**src/rtl/cla_pkg.sv**
```systemverilog
package cla_pkg;
  // Members merged by one lookahead unit.
  localparam int RADIX = 4;

  // Number of nodes at tree level lvl (level 0 is the bit level).
  function automatic int level_count(input int levels, input int lvl);
    return RADIX ** (levels - lvl);
  endfunction

  // Position of the first node of level lvl in the flattened node vector.
  function automatic int level_base(input int levels, input int lvl);
    int acc;
    acc = 0;
    for (int i = 0; i < lvl; i++) acc += RADIX ** (levels - i);
    return acc;
  endfunction

  // Node count of all levels, from the bits up to the root.
  function automatic int node_total(input int levels);
    return level_base(levels, levels + 1);
  endfunction
endpackage

```
**src/rtl/cla_operand_prep.sv**
```systemverilog
module cla_operand_prep #(
  parameter int WIDTH = 64
) (
  input  logic [WIDTH-1:0] op_a,
  input  logic [WIDTH-1:0] op_b,
  input  logic             sub_en,
  output logic [WIDTH-1:0] b_eff,
  output logic [WIDTH-1:0] bit_g,
  output logic [WIDTH-1:0] bit_p
);
  // Conditional inversion: XOR against the operation select.
  assign b_eff = op_b ^ {WIDTH{sub_en}};

  // Per-bit generate and propagate (XOR form, reused for the sum).
  for (genvar i = 0; i < WIDTH; i++) begin : g_bit
    assign bit_g[i] = op_a[i] & b_eff[i];
    assign bit_p[i] = op_a[i] ^ b_eff[i];
  end
endmodule

```
**src/rtl/cla_lookahead4.sv**
```systemverilog
module cla_lookahead4 (
  input  logic [3:0] mem_g,
  input  logic [3:0] mem_p,
  input  logic       grp_cin,
  output logic       grp_g,
  output logic       grp_p,
  output logic [3:0] mem_c
);
  // Upward: merge four members into one group term.
  assign grp_g = mem_g[3]
               | (mem_p[3] & mem_g[2])
               | (mem_p[3] & mem_p[2] & mem_g[1])
               | (mem_p[3] & mem_p[2] & mem_p[1] & mem_g[0]);
  assign grp_p = &mem_p;

  // Downward: carry into each member, two gate levels from grp_cin.
  assign mem_c[0] = grp_cin;
  assign mem_c[1] = mem_g[0] | (mem_p[0] & grp_cin);
  assign mem_c[2] = mem_g[1]
                  | (mem_p[1] & mem_g[0])
                  | (mem_p[1] & mem_p[0] & grp_cin);
  assign mem_c[3] = mem_g[2]
                  | (mem_p[2] & mem_g[1])
                  | (mem_p[2] & mem_p[1] & mem_g[0])
                  | (mem_p[2] & mem_p[1] & mem_p[0] & grp_cin);
endmodule

```
**src/rtl/cla_tree.sv**
```systemverilog
module cla_tree
  import cla_pkg::*;
#(
  parameter int LEVELS = 3,
  localparam int WIDTH = RADIX ** LEVELS
) (
  input  logic [WIDTH-1:0] bit_g,
  input  logic [WIDTH-1:0] bit_p,
  input  logic             cin,
  output logic [WIDTH-1:0] bit_cin,
  output logic             root_g,
  output logic             root_p
);
  localparam int NODES = node_total(LEVELS);
  localparam int ROOT  = NODES - 1;

  // Every level packed into one vector; level lv starts at level_base(lv).
  logic [NODES-1:0] node_g;
  logic [NODES-1:0] node_p;
  logic [NODES-1:0] node_c;

  assign node_g[WIDTH-1:0] = bit_g;
  assign node_p[WIDTH-1:0] = bit_p;
  assign node_c[ROOT]      = cin;

  for (genvar lv = 0; lv < LEVELS; lv++) begin : g_level
    localparam int CUR = level_base(LEVELS, lv);
    localparam int UP  = level_base(LEVELS, lv + 1);
    localparam int CNT = level_count(LEVELS, lv + 1);
    for (genvar k = 0; k < CNT; k++) begin : g_grp
      cla_lookahead4 u_grp (
        .mem_g  (node_g[CUR + RADIX*k +: RADIX]),
        .mem_p  (node_p[CUR + RADIX*k +: RADIX]),
        .grp_cin(node_c[UP + k]),
        .grp_g  (node_g[UP + k]),
        .grp_p  (node_p[UP + k]),
        .mem_c  (node_c[CUR + RADIX*k +: RADIX])
      );
    end
  end

  assign bit_cin = node_c[WIDTH-1:0];
  assign root_g  = node_g[ROOT];
  assign root_p  = node_p[ROOT];
endmodule

```
**src/rtl/cla_addsub.sv**
```systemverilog
module cla_addsub
  import cla_pkg::*;
#(
  parameter int LEVELS = 3,
  localparam int WIDTH = RADIX ** LEVELS
) (
  input  logic             clk,
  input  logic             rst,
  input  logic [WIDTH-1:0] op_a,
  input  logic [WIDTH-1:0] op_b,
  input  logic             sub_en,
  output logic [WIDTH-1:0] sum_q,
  output logic             carry_q,
  output logic             ovf_q
);
  localparam int MSB = WIDTH - 1;

  logic [WIDTH-1:0] b_eff;
  logic [WIDTH-1:0] bit_g;
  logic [WIDTH-1:0] bit_p;
  logic [WIDTH-1:0] bit_cin;
  logic             root_g;
  logic             root_p;
  logic [WIDTH-1:0] sum_d;
  logic             carry_d;
  logic             ovf_d;

  cla_operand_prep #(.WIDTH(WIDTH)) u_prep (
    .op_a  (op_a),
    .op_b  (op_b),
    .sub_en(sub_en),
    .b_eff (b_eff),
    .bit_g (bit_g),
    .bit_p (bit_p)
  );

  // The operation select doubles as the carry-in at the root.
  cla_tree #(.LEVELS(LEVELS)) u_tree (
    .bit_g  (bit_g),
    .bit_p  (bit_p),
    .cin    (sub_en),
    .bit_cin(bit_cin),
    .root_g (root_g),
    .root_p (root_p)
  );

  assign sum_d   = bit_p ^ bit_cin;
  assign carry_d = root_g | (root_p & sub_en);
  // Same-sign effective operands and a result of the other sign.
  assign ovf_d   = (op_a[MSB] == b_eff[MSB]) & (sum_d[MSB] != op_a[MSB]);

  always_ff @(posedge clk) begin
    if (rst) begin
      sum_q   <= '0;
      carry_q <= 1'b0;
      ovf_q   <= 1'b0;
    end else begin
      sum_q   <= sum_d;
      carry_q <= carry_d;
      ovf_q   <= ovf_d;
    end
  end

  // Behavioural references used only by the properties below.
  logic [WIDTH-1:0] chk_add;
  logic [WIDTH-1:0] chk_sub;
  assign chk_add = op_a + op_b;
  assign chk_sub = op_a - op_b;

  p_reset_clear_r1: assert property (@(posedge clk)
    rst |=> (sum_q == '0 && !carry_q && !ovf_q));

  p_add_sum_r2: assert property (@(posedge clk) disable iff (rst)
    (!rst && !sub_en) |=> sum_q == $past(chk_add));

  p_sub_sum_r3: assert property (@(posedge clk) disable iff (rst)
    (!rst && sub_en) |=> sum_q == $past(chk_sub));

  p_no_borrow_r4: assert property (@(posedge clk) disable iff (rst)
    (!rst && sub_en) |=> carry_q == $past(op_a >= op_b));

  p_add_ovf_r5: assert property (@(posedge clk) disable iff (rst)
    (!rst && !sub_en) |=> ovf_q == $past((op_a[MSB] == op_b[MSB]) && (chk_add[MSB] != op_a[MSB])));

  p_sub_ovf_r6: assert property (@(posedge clk) disable iff (rst)
    (!rst && sub_en) |=> ovf_q == $past((op_a[MSB] != op_b[MSB]) && (chk_sub[MSB] != op_a[MSB])));
endmodule

```
**config.mk**
```make
export PLATFORM = sky130hd
export DESIGN_NAME = cla_addsub
export DESIGN_NICKNAME = d
export VERILOG_FILES = /design/src/rtl/cla_pkg.sv /design/src/rtl/cla_operand_prep.sv /design/src/rtl/cla_lookahead4.sv /design/src/rtl/cla_tree.sv /design/src/rtl/cla_addsub.sv
export SDC_FILE = /design/constraint.sdc
export NUM_CORES = 1
export LEC_CHECK = 0
export ABC_CLOCK_PERIOD_IN_PS = 4370
export BUFFER_PORTS_ARGS = -buffer_cell sky130_fd_sc_hd__buf_2
export CAP_MARGIN = 40
export CORE_MARGIN = 5
export CORE_UTILIZATION = 46
export DETAILED_ROUTE_END_ITERATION = 7
export PLACE_DENSITY = 0.85
export SKIP_CTS_REPAIR_TIMING = 1
export SYNTH_ARGS = -nofsm -noshare
export SYNTH_HDL_FRONTEND = slang
export SYNTH_SLANG_ARGS = --single-unit
```
**constraint.sdc**
```tcl
create_clock -name clk -period 4.37 [get_ports clk]
set_input_delay 0.874 -clock clk [delete_from_list [all_inputs] [get_ports clk]]
set_output_delay 0.874 -clock clk [all_outputs]
set_load 0.1 [all_outputs]
```
==> flow_summary.ini, run 1 <==
[run_status]
outcome = finished, final reports clean

[cells_and_area]
seqCellArea_mm2 = 0.00132
diodes = 0
utilization_pct = 59.7
area_growth_pct = 27.8
multi_input_area_mm2 = 0.00372
final_area_mm2 = 0.00676
final_nets = 1015
drive_gt1_share_pct = 30.0
n_fill_cell = 1009

[drt]
wirelength_mm = 13.9
viasPerCell = 5.17
drtIter0Drc = 152
firstDrtPassIters = 4
route.detailed.drc = 0
routedWlPerCell_um = 14.5
vias = 4923
antenna_left = 0

[synthesis]
yosys-top-cells-area = dfxtp_1 (25%), ha_1 (15%), xor2_1 (14%)
synthArstFlopShare_pct = 0
yosys.area.top_type_share_pct = 25.0
synth_top_cell_by_area = dfxtp_1
ys_warn_count = 0
syn_nets = 818
ys_ff_latch = 66
synth_area_mm2 = 0.00529
synth.most_common_cell = xor2_1
yosys.cell_types.count = 64
synth_edf_count = 0
synthTopCellsByCount = xor2_1 (87), nor2_1 (77), dfxtp_1 (66)
synthFlopType = dfxtp_1
postSynthCellCount = 608
avgSynthCellArea_um2 = 8.70
seq_area_frac_synth_pct = 25.0

[placed_design]
gp_congestion = 0.871
dp_slack_ns = 0.00595
detailed_place_hpwl_mm = 11.3
dpl_cell_area_mm2 = 0.00645
port_buffers = 196

[critical_path]
critPathSlowestCell = o311ai_1
critPathLaunch = sub_en
crit_chain = buf_4 -> buf_4 -> xor2_1 -> ha_1 -> a21oi_1 -> o21a_1 -> o311ai_1 -> o31ai_4 -> a21boi_1 -> o221ai_1 -> nor2b_1 -> fa_1 -> xor2_1 -> nor2_1
start_kind = input pin
cp_num_buf_inv = 2
crit_family = compound AO/OA/AOI/OAI gates
cp.arrival_ns = 4.23
crit_type = input pin to flop
endpoint_kind = flop
slowest_delay_ns = 0.58
cp.required_ns = 4.56
path_max_fanout = 26

[global_route]
grt_pass1_vias = 4821
grt_overflow = 0
use_met3_pct = 4.06
grt_max_degree = 38
grt-busiest-layer = met2
track_usage_pct = 19.7
grtUsageMet1_pct = 23.0
antenna_found_initial = 0
grt_pass1_wl_mm = 21.5
grt_use_met2_pct = 34.6

[clock_tree]
cts_htree_levels = 3
cts_buffers = 9
cts_buffer_depth = 2
cts_sinks = 66
root_buffer = clkbuf_16
path_clk_slew_ns = 0.06
cts_tree = built

[run]
max_cap_viol_count = 0

[die]
coreArea_mm2 = 0.0113
initial_core_util_pct = 46.7
die_area_mm2 = 0.0137
num_io_pins = 197
rows = 39
dieHeight_um = 117
dieWidth_um = 117

[sta]
hold_viol_final = 0
setup_violations = 0
fin_crit_ns = 4.04
tightest_slew_ns = 0.682
fin_tns_setup_ns = 0
rsz0062_at_grt = false
max_freq_mhz = 247
slew_headroom_pct = 53.8
slew_viol_final = 0
timing.final.crit_share_pct = 92.6
setup_slack_ns = 0.325

[pwr]
p_leak_uw = 0.00351
ir_drop_mv = 0.283
finalPower_uw = 3260
power_density_mw_per_mm2 = 482

[hold_path]
hold_start = op_a[63]
whs_endpoint = ovf_q
hold_path_class = input pin to flop
min_path_cells = 3
[worst max-delay path by stage]
stage | end | slack (ns) | cells past startpoint
floorplan | sum_q[53] | 0.05 | 16
global placement | sum_q[40] | 0.09 | 12
detailed placement | sum_q[53] | 0.006 | 14
CTS | sum_q[53] | 0.34 | 14
global route | sum_q[53] | 0.05 | 14
finish | sum_q[53] | 0.33 | 14
[layout by cell type (no fill, tap or decap), drive strengths merged, types with 5 or more instances in the layout]
cell type and instances:
and4 5, buf 203, nor2 77, a21o 12, o21ai 18, nor2b 12, xnor2 8, or3 6
clkbuf 11, dfxtp 66, nand2b 6, fa 15, nand3 10, xor2 87, mux2 7, and3 8
a21oi 38, o21a 5, ha 64, a31oi 6, inv 47, o21bai 6, nand2 24, and2 5
nor3 14
[metrics by stage]
stage	hold WS, ns	instances
6_report	0.873	953
5_1_grt	0.880	953
4_1_cts	0.857	953
3_5_place_dp	1.20	937
3_3_place_gp	1.20	937
2_1_floorplan	1.03	608
[report_power, final]
group	switching [µW]	total (µW)	internal [µW]
sequential	27.9	746	718
combinational	1330	1770	439
clock	272	742	470
[per-layer routing]
metal,up-vias,routed length (µm)
li1,2478,-
met1,2240,5680
met2,167,6830
met3,38,823
met4,0,515
met5,-,0
[cells by family (layout without fill, tap and decap cells)]
group                    Yosys count  after routing  share of synthesized area [%]
AND/OR/NAND/NOR                  179            179                           16.6
AO/OA/AOI/OAI                    117            117                           15.6
XOR/XNOR                          95             95                           15.7
adder cells (fa/ha/maj)           79             79                           20.8
flip-flops                        66             66                           25.0
buffers and inverters             64            266                           4.57
multiplexers                       8              8                           1.68
[layout make-up]
cell class	count	area share, %
clock inverters	5	0.778
multi-input cells	478	55.1
well taps	143	2.65
repair buffers	203	15.5
inverters	47	2.61
flip-flops and latches	66	19.6
clock buffers	11	3.74
[tightest hold or removal path, cell delays in order]
cell and delay [ns]:
buf_2 0.13, a31oi_1 0.08, nand3_1 0.08
[state kept, by name, indices dropped and copies added (netlist names)]
signal   count
ovf_q        1
carry_q      1
sum_q       64
Power figures use the tool's default switching activity.
==> run 2, diff against run 1 <==
--- a/config.mk
+++ b/config.mk
@@ -8,10 +8,11 @@
 export ABC_CLOCK_PERIOD_IN_PS = 4370
 export BUFFER_PORTS_ARGS = -buffer_cell sky130_fd_sc_hd__buf_2
 export CAP_MARGIN = 40
-export CORE_MARGIN = 5
+export CORE_MARGIN = 2
 export CORE_UTILIZATION = 46
 export DETAILED_ROUTE_END_ITERATION = 7
 export PLACE_DENSITY = 0.85
+export RECOVER_POWER = 100
 export SKIP_CTS_REPAIR_TIMING = 1
 export SYNTH_ARGS = -nofsm -noshare
 export SYNTH_HDL_FRONTEND = slang
==> flow_summary.ini, run 2 (synthesized netlist as in run 1, its figures left out) <==
[die]
initial_core_util_pct = 46.7
num_io_pins = 197
die_area_mm2 = 0.0124
coreArea_mm2 = 0.0113
dieHeight_um = 111
dieWidth_um = 111
rows = 39

[drt]
vias = 4877
antenna_left = 0
wirelength_mm = 13.1
firstDrtPassIters = 4
route.detailed.drc = 0
drtIter0Drc = 157
routedWlPerCell_um = 13.7
viasPerCell = 5.11

[critical_path]
endpoint_kind = flop
critPathMostFrequentCell = buf_4
critPathSlowestCell = fa_1
crit_family = compound AO/OA/AOI/OAI gates
cp.arrival_ns = 4.22
crit_type = input pin to flop
cp_num_buf_inv = 3
cp.required_ns = 4.62
start_kind = input pin
slowest_delay_ns = 0.49
crit_chain = buf_4 -> buf_12 -> xor2_1 -> ha_1 -> o21ai_0 -> o21bai_1 -> a211oi_4 -> nor4b_2 -> buf_4 -> o31ai_4 -> nand2_1 -> a31oi_1 -> fa_1 -> nor2_1
path_max_fanout = 28

[cells_and_area]
drive_gt1_share_pct = 20.9
n_fill_cell = 1045
largest_register = sum_q
layout_common_cells = buf_2 (129), xor2_1 (87), nor2_1 (77)
top_regs = sum_q: 64 flops, carry_q: 1 flops, ovf_q: 1 flops
final_common_cell = buf_2
largest_reg_flops = 64
area_growth_pct = 25.3
final_nets = 1018
diodes = 0

[global_route]
grt_max_degree = 43
antenna_found_initial = 0
grt_use_met2_pct = 37.2
grt_pass1_vias = 4710
grt_overflow = 0
track_usage_pct = 20.9
grt-busiest-layer = met2
use_met3_pct = 3.44
grtUsageMet1_pct = 25.2
grt_pass1_wl_mm = 21.2

[clock_tree]
root_buffer = clkbuf_16
cts_sinks = 66
cts_htree_levels = 3
cts_tree = built
cts_buffer_depth = 2
path_clk_slew_ns = 0.06
cts_buffers = 9

[sta]
fin_tns_setup_ns = 0
tightest_slew_ns = 1.30
hold_viol_final = 0
slew_headroom_pct = 13.6
max_freq_mhz = 252
slew_viol_final = 0
fin_crit_ns = 3.97
rsz0062_at_grt = false
setup_violations = 0
timing.final.crit_share_pct = 90.7

[hold_path]
hold_path_class = input pin to flop

[placed_design]
port_buffers = 196
detailed_place_hpwl_mm = 10.5
gp_congestion = 0.872

[run]
max_cap_viol_count = 0

[run_status]
outcome = finished, final reports clean

[pwr]
p_leak_uw = 0.00326
ir_drop_mv = 0.259
power_density_mw_per_mm2 = 477
finalPower_uw = 3160
==> run 2: area by class of cell <==
| cell class | instances | area (µm²) | area share [%] |
|---|---|---|---|
| multi-input cells | 478 | 3700 | 55.8 |
| flip-flops and latches | 66 | 1320 | 19.9 |
| repair buffers | 206 | 981 | 14.8 |
| clock buffers | 12 | 256 | 3.87 |
| well taps | 143 | 179 | 2.70 |
| inverters | 47 | 176 | 2.66 |
| clock inverters | 3 | 15.0 | 0.227 |
==> run 2: power breakdown <==
group	switching, µW	internal, µW
clock	269	409
combinational	1320	405
sequential	31.9	719
==> run 2: path summary, 6_finish.rpt <==
| path | startpoint | to | slack, ns | cells after the start |
|---|---|---|---|---|
| worst max-delay path | sub_en | sum_q[56] | 0.40 | 14 |
| worst min-delay path | op_a[63] | ovf_q | 0.90 | 3 |
==> run 2: stage by stage <==
stage	hold WS [ns]	cell area, µm²	utilization [%]	setup WS [ns]	instances
finish	0.904	6630	58.5	0.405	955
global route	0.931	6630	58.5	0.0966	955
CTS	0.885	6740	59.6	0.409	955
detailed placement	1.23	6470	57.2	0.0704	940
global placement	1.21	6470	57.2	0.0978	940
floorplan	1.03	5290	-	0.0544	608
==> run 2: metal layers <==
metal	routed length, µm	up-vias
met5	0	-
met4	280	0
met3	639	23
met2	6450	137
met1	5720	2229
li1	-	2488
==> run 3, diff against run 2 <==
--- a/config.mk
+++ b/config.mk
@@ -9,9 +9,10 @@
 export BUFFER_PORTS_ARGS = -buffer_cell sky130_fd_sc_hd__buf_2
 export CAP_MARGIN = 40
 export CORE_MARGIN = 2
-export CORE_UTILIZATION = 46
+export CORE_UTILIZATION = 47
+export CTS_BUF_LIST = sky130_fd_sc_hd__clkbuf_8
 export DETAILED_ROUTE_END_ITERATION = 7
-export PLACE_DENSITY = 0.85
+export PLACE_DENSITY = 0.87
 export RECOVER_POWER = 100
 export SKIP_CTS_REPAIR_TIMING = 1
 export SYNTH_ARGS = -nofsm -noshare
==> flow_summary.ini, run 3 (synthesized netlist as in run 1, its figures left out) <==
[run_status]
outcome = finished, final reports clean

[placed_design]
dp_cells = 936
detailed_place_hpwl_mm = 10.5
gp_congestion = 0.923
dpl_cell_area_mm2 = 0.00646
port_buffers = 196

[sta]
timing.final.crit_share_pct = 91.5
rsz0062_at_grt = false
setup_violations = 0
fin_tns_setup_ns = 0
fin_crit_ns = 4.00
slew_viol_final = 0
slew_headroom_pct = 16.9
max_freq_mhz = 250
hold_viol_final = 0
whs_ns = 0.865
tightest_slew_ns = 1.25

[die]
num_io_pins = 197
coreArea_mm2 = 0.0109
initial_core_util_pct = 48.6
die_area_mm2 = 0.0121
dieWidth_um = 110
rows = 38
dieHeight_um = 110

[cells_and_area]
area_growth_pct = 24.0
final_nets = 1017
n_fill_cell = 1004
largest_register = sum_q
top_regs = sum_q: 64 flops, carry_q: 1 flops, ovf_q: 1 flops
finalNonFillerCells = 953
drive_gt1_share_pct = 21.2
final_area_mm2 = 0.00656
final_common_cell = buf_2
layout_common_cells = buf_2 (129), xor2_1 (87), nor2_1 (77)
largest_reg_flops = 64
utilization_pct = 60.2

[pwr]
power.share.clock_pct = 17.5
intPower_uw = 1410
p_leak_uw = 0.00324
p_switching_uw = 1590
ir_drop_mv = 0.281
seqPwrFrac_pct = 24.9
p_comb_share_pct = 57.5
power_density_mw_per_mm2 = 457
p_sw_share_pct = 53.0

[critical_path]
critPathSlowestCell = a2111oi_2
cp.required_ns = 4.59
endpoint_kind = flop
cp-endpoint = sum_q[23]
cp_num_buf_inv = 3
crit_family = compound AO/OA/AOI/OAI gates
crit_type = input pin to flop
crit_cells = 14
path_max_fanout = 24
critPathLaunch = sub_en
critPathMostFrequentCell = buf_4
slowest_delay_ns = 0.51
start_kind = input pin
cp.arrival_ns = 4.22
crit_chain = buf_4 -> buf_4 -> xor2_1 -> ha_1 -> a211oi_1 -> o21bai_2 -> a211oi_4 -> buf_4 -> o21bai_2 -> a2111oi_2 -> nor4_1 -> o31ai_1 -> and3_1 -> nor3_1

[clock_tree]
cts_htree_levels = 3
path_clk_slew_ns = 0.08
root_buffer = clkbuf_8
cts_buffers = 9
cts_tree = built
cts_sinks = 66
cts_buffer_depth = 2

[global_route]
antenna_found_initial = 1
grt_pass1_vias = 4784
grt_max_degree = 47
grt_pass1_wl_mm = 20.8
track_usage_pct = 21.7
grt_overflow = 0

[drt]
antenna_left = 0
route.detailed.drc = 0
wl_met3_um = 783
routedWlPerCell_um = 13.5
drtIter0Drc = 166
top_layer = met4
wirelength_mm = 12.9
firstDrtPassIters = 4
viasPerCell = 5.09
wl_met1_mm = 5.43
dr_wl_met2_mm = 6.36
vias = 4853

[run]
max_cap_viol_count = 0

[hold_path]
hold_path_class = input pin to flop
[run 3: cell count changes in the layout (fill, tap and decap cells not counted), moves of 2 or more]
cell / before / now
clkbuf_16: 9 / 0
clkbuf_8: 2 / 11
clkbuf_1: 69 / 66
inv_1: 47 / 50
clkinv_2: 3 / 1
o21bai_1: 6 / 4
o21bai_2: 0 / 2
[run 3: through the flow]
step                      power (µW)  setup slack [ns]
final                           3000             0.372
after floorplan                 2200            0.0544
after global routing            3180             0.122
after CTS                       3060             0.456
after global placement          2500             0.166
after detailed placement        2520            0.0895
[run 3: layout make-up]
cell class                      count  area (µm²)  share of cell area [%]
Antenna cell                        1        2.50                  0.0382
Clock buffer                       11         151                    2.31
Clock inverter                      5        46.3                   0.706
Inverter                           47         176                    2.69
Multi-Input combinational cell    478        3700                    56.5
Sequential cell                    66        1320                    20.1
Tap cell                          140         175                    2.67
Timing Repair Buffer              205         981                    15.0
[run 3: power groups by stage]
stage	clock network, µW	logic, µW	registers, µW
after detailed placement	0	1770	757
after global placement	0	1740	756
after CTS	541	1770	745
after floorplan	0	596	1610
after global routing	566	1860	758
final	526	1730	748
[run 3: worst min path at each step]
stage,start,endpoint,depth (start not counted)
final,op_a[63],ovf_q,3
after global routing,op_a[63],ovf_q,3
after CTS,op_a[63],ovf_q,3
after detailed placement,op_a[63],ovf_q,3
after global placement,op_a[63],ovf_q,3
after floorplan,op_a[63],ovf_q,2
[run 3: layer usage]
| metal | track usage, % | vias to the layer above |
|---|---|---|
| met3 | 2.82 | 26 |
| li1 | - | 2479 |
| met1 | 26.2 | 2197 |
| met4 | 8.59 | 0 |
| met2 | 38.7 | 151 |
| met5 | 0 | - |
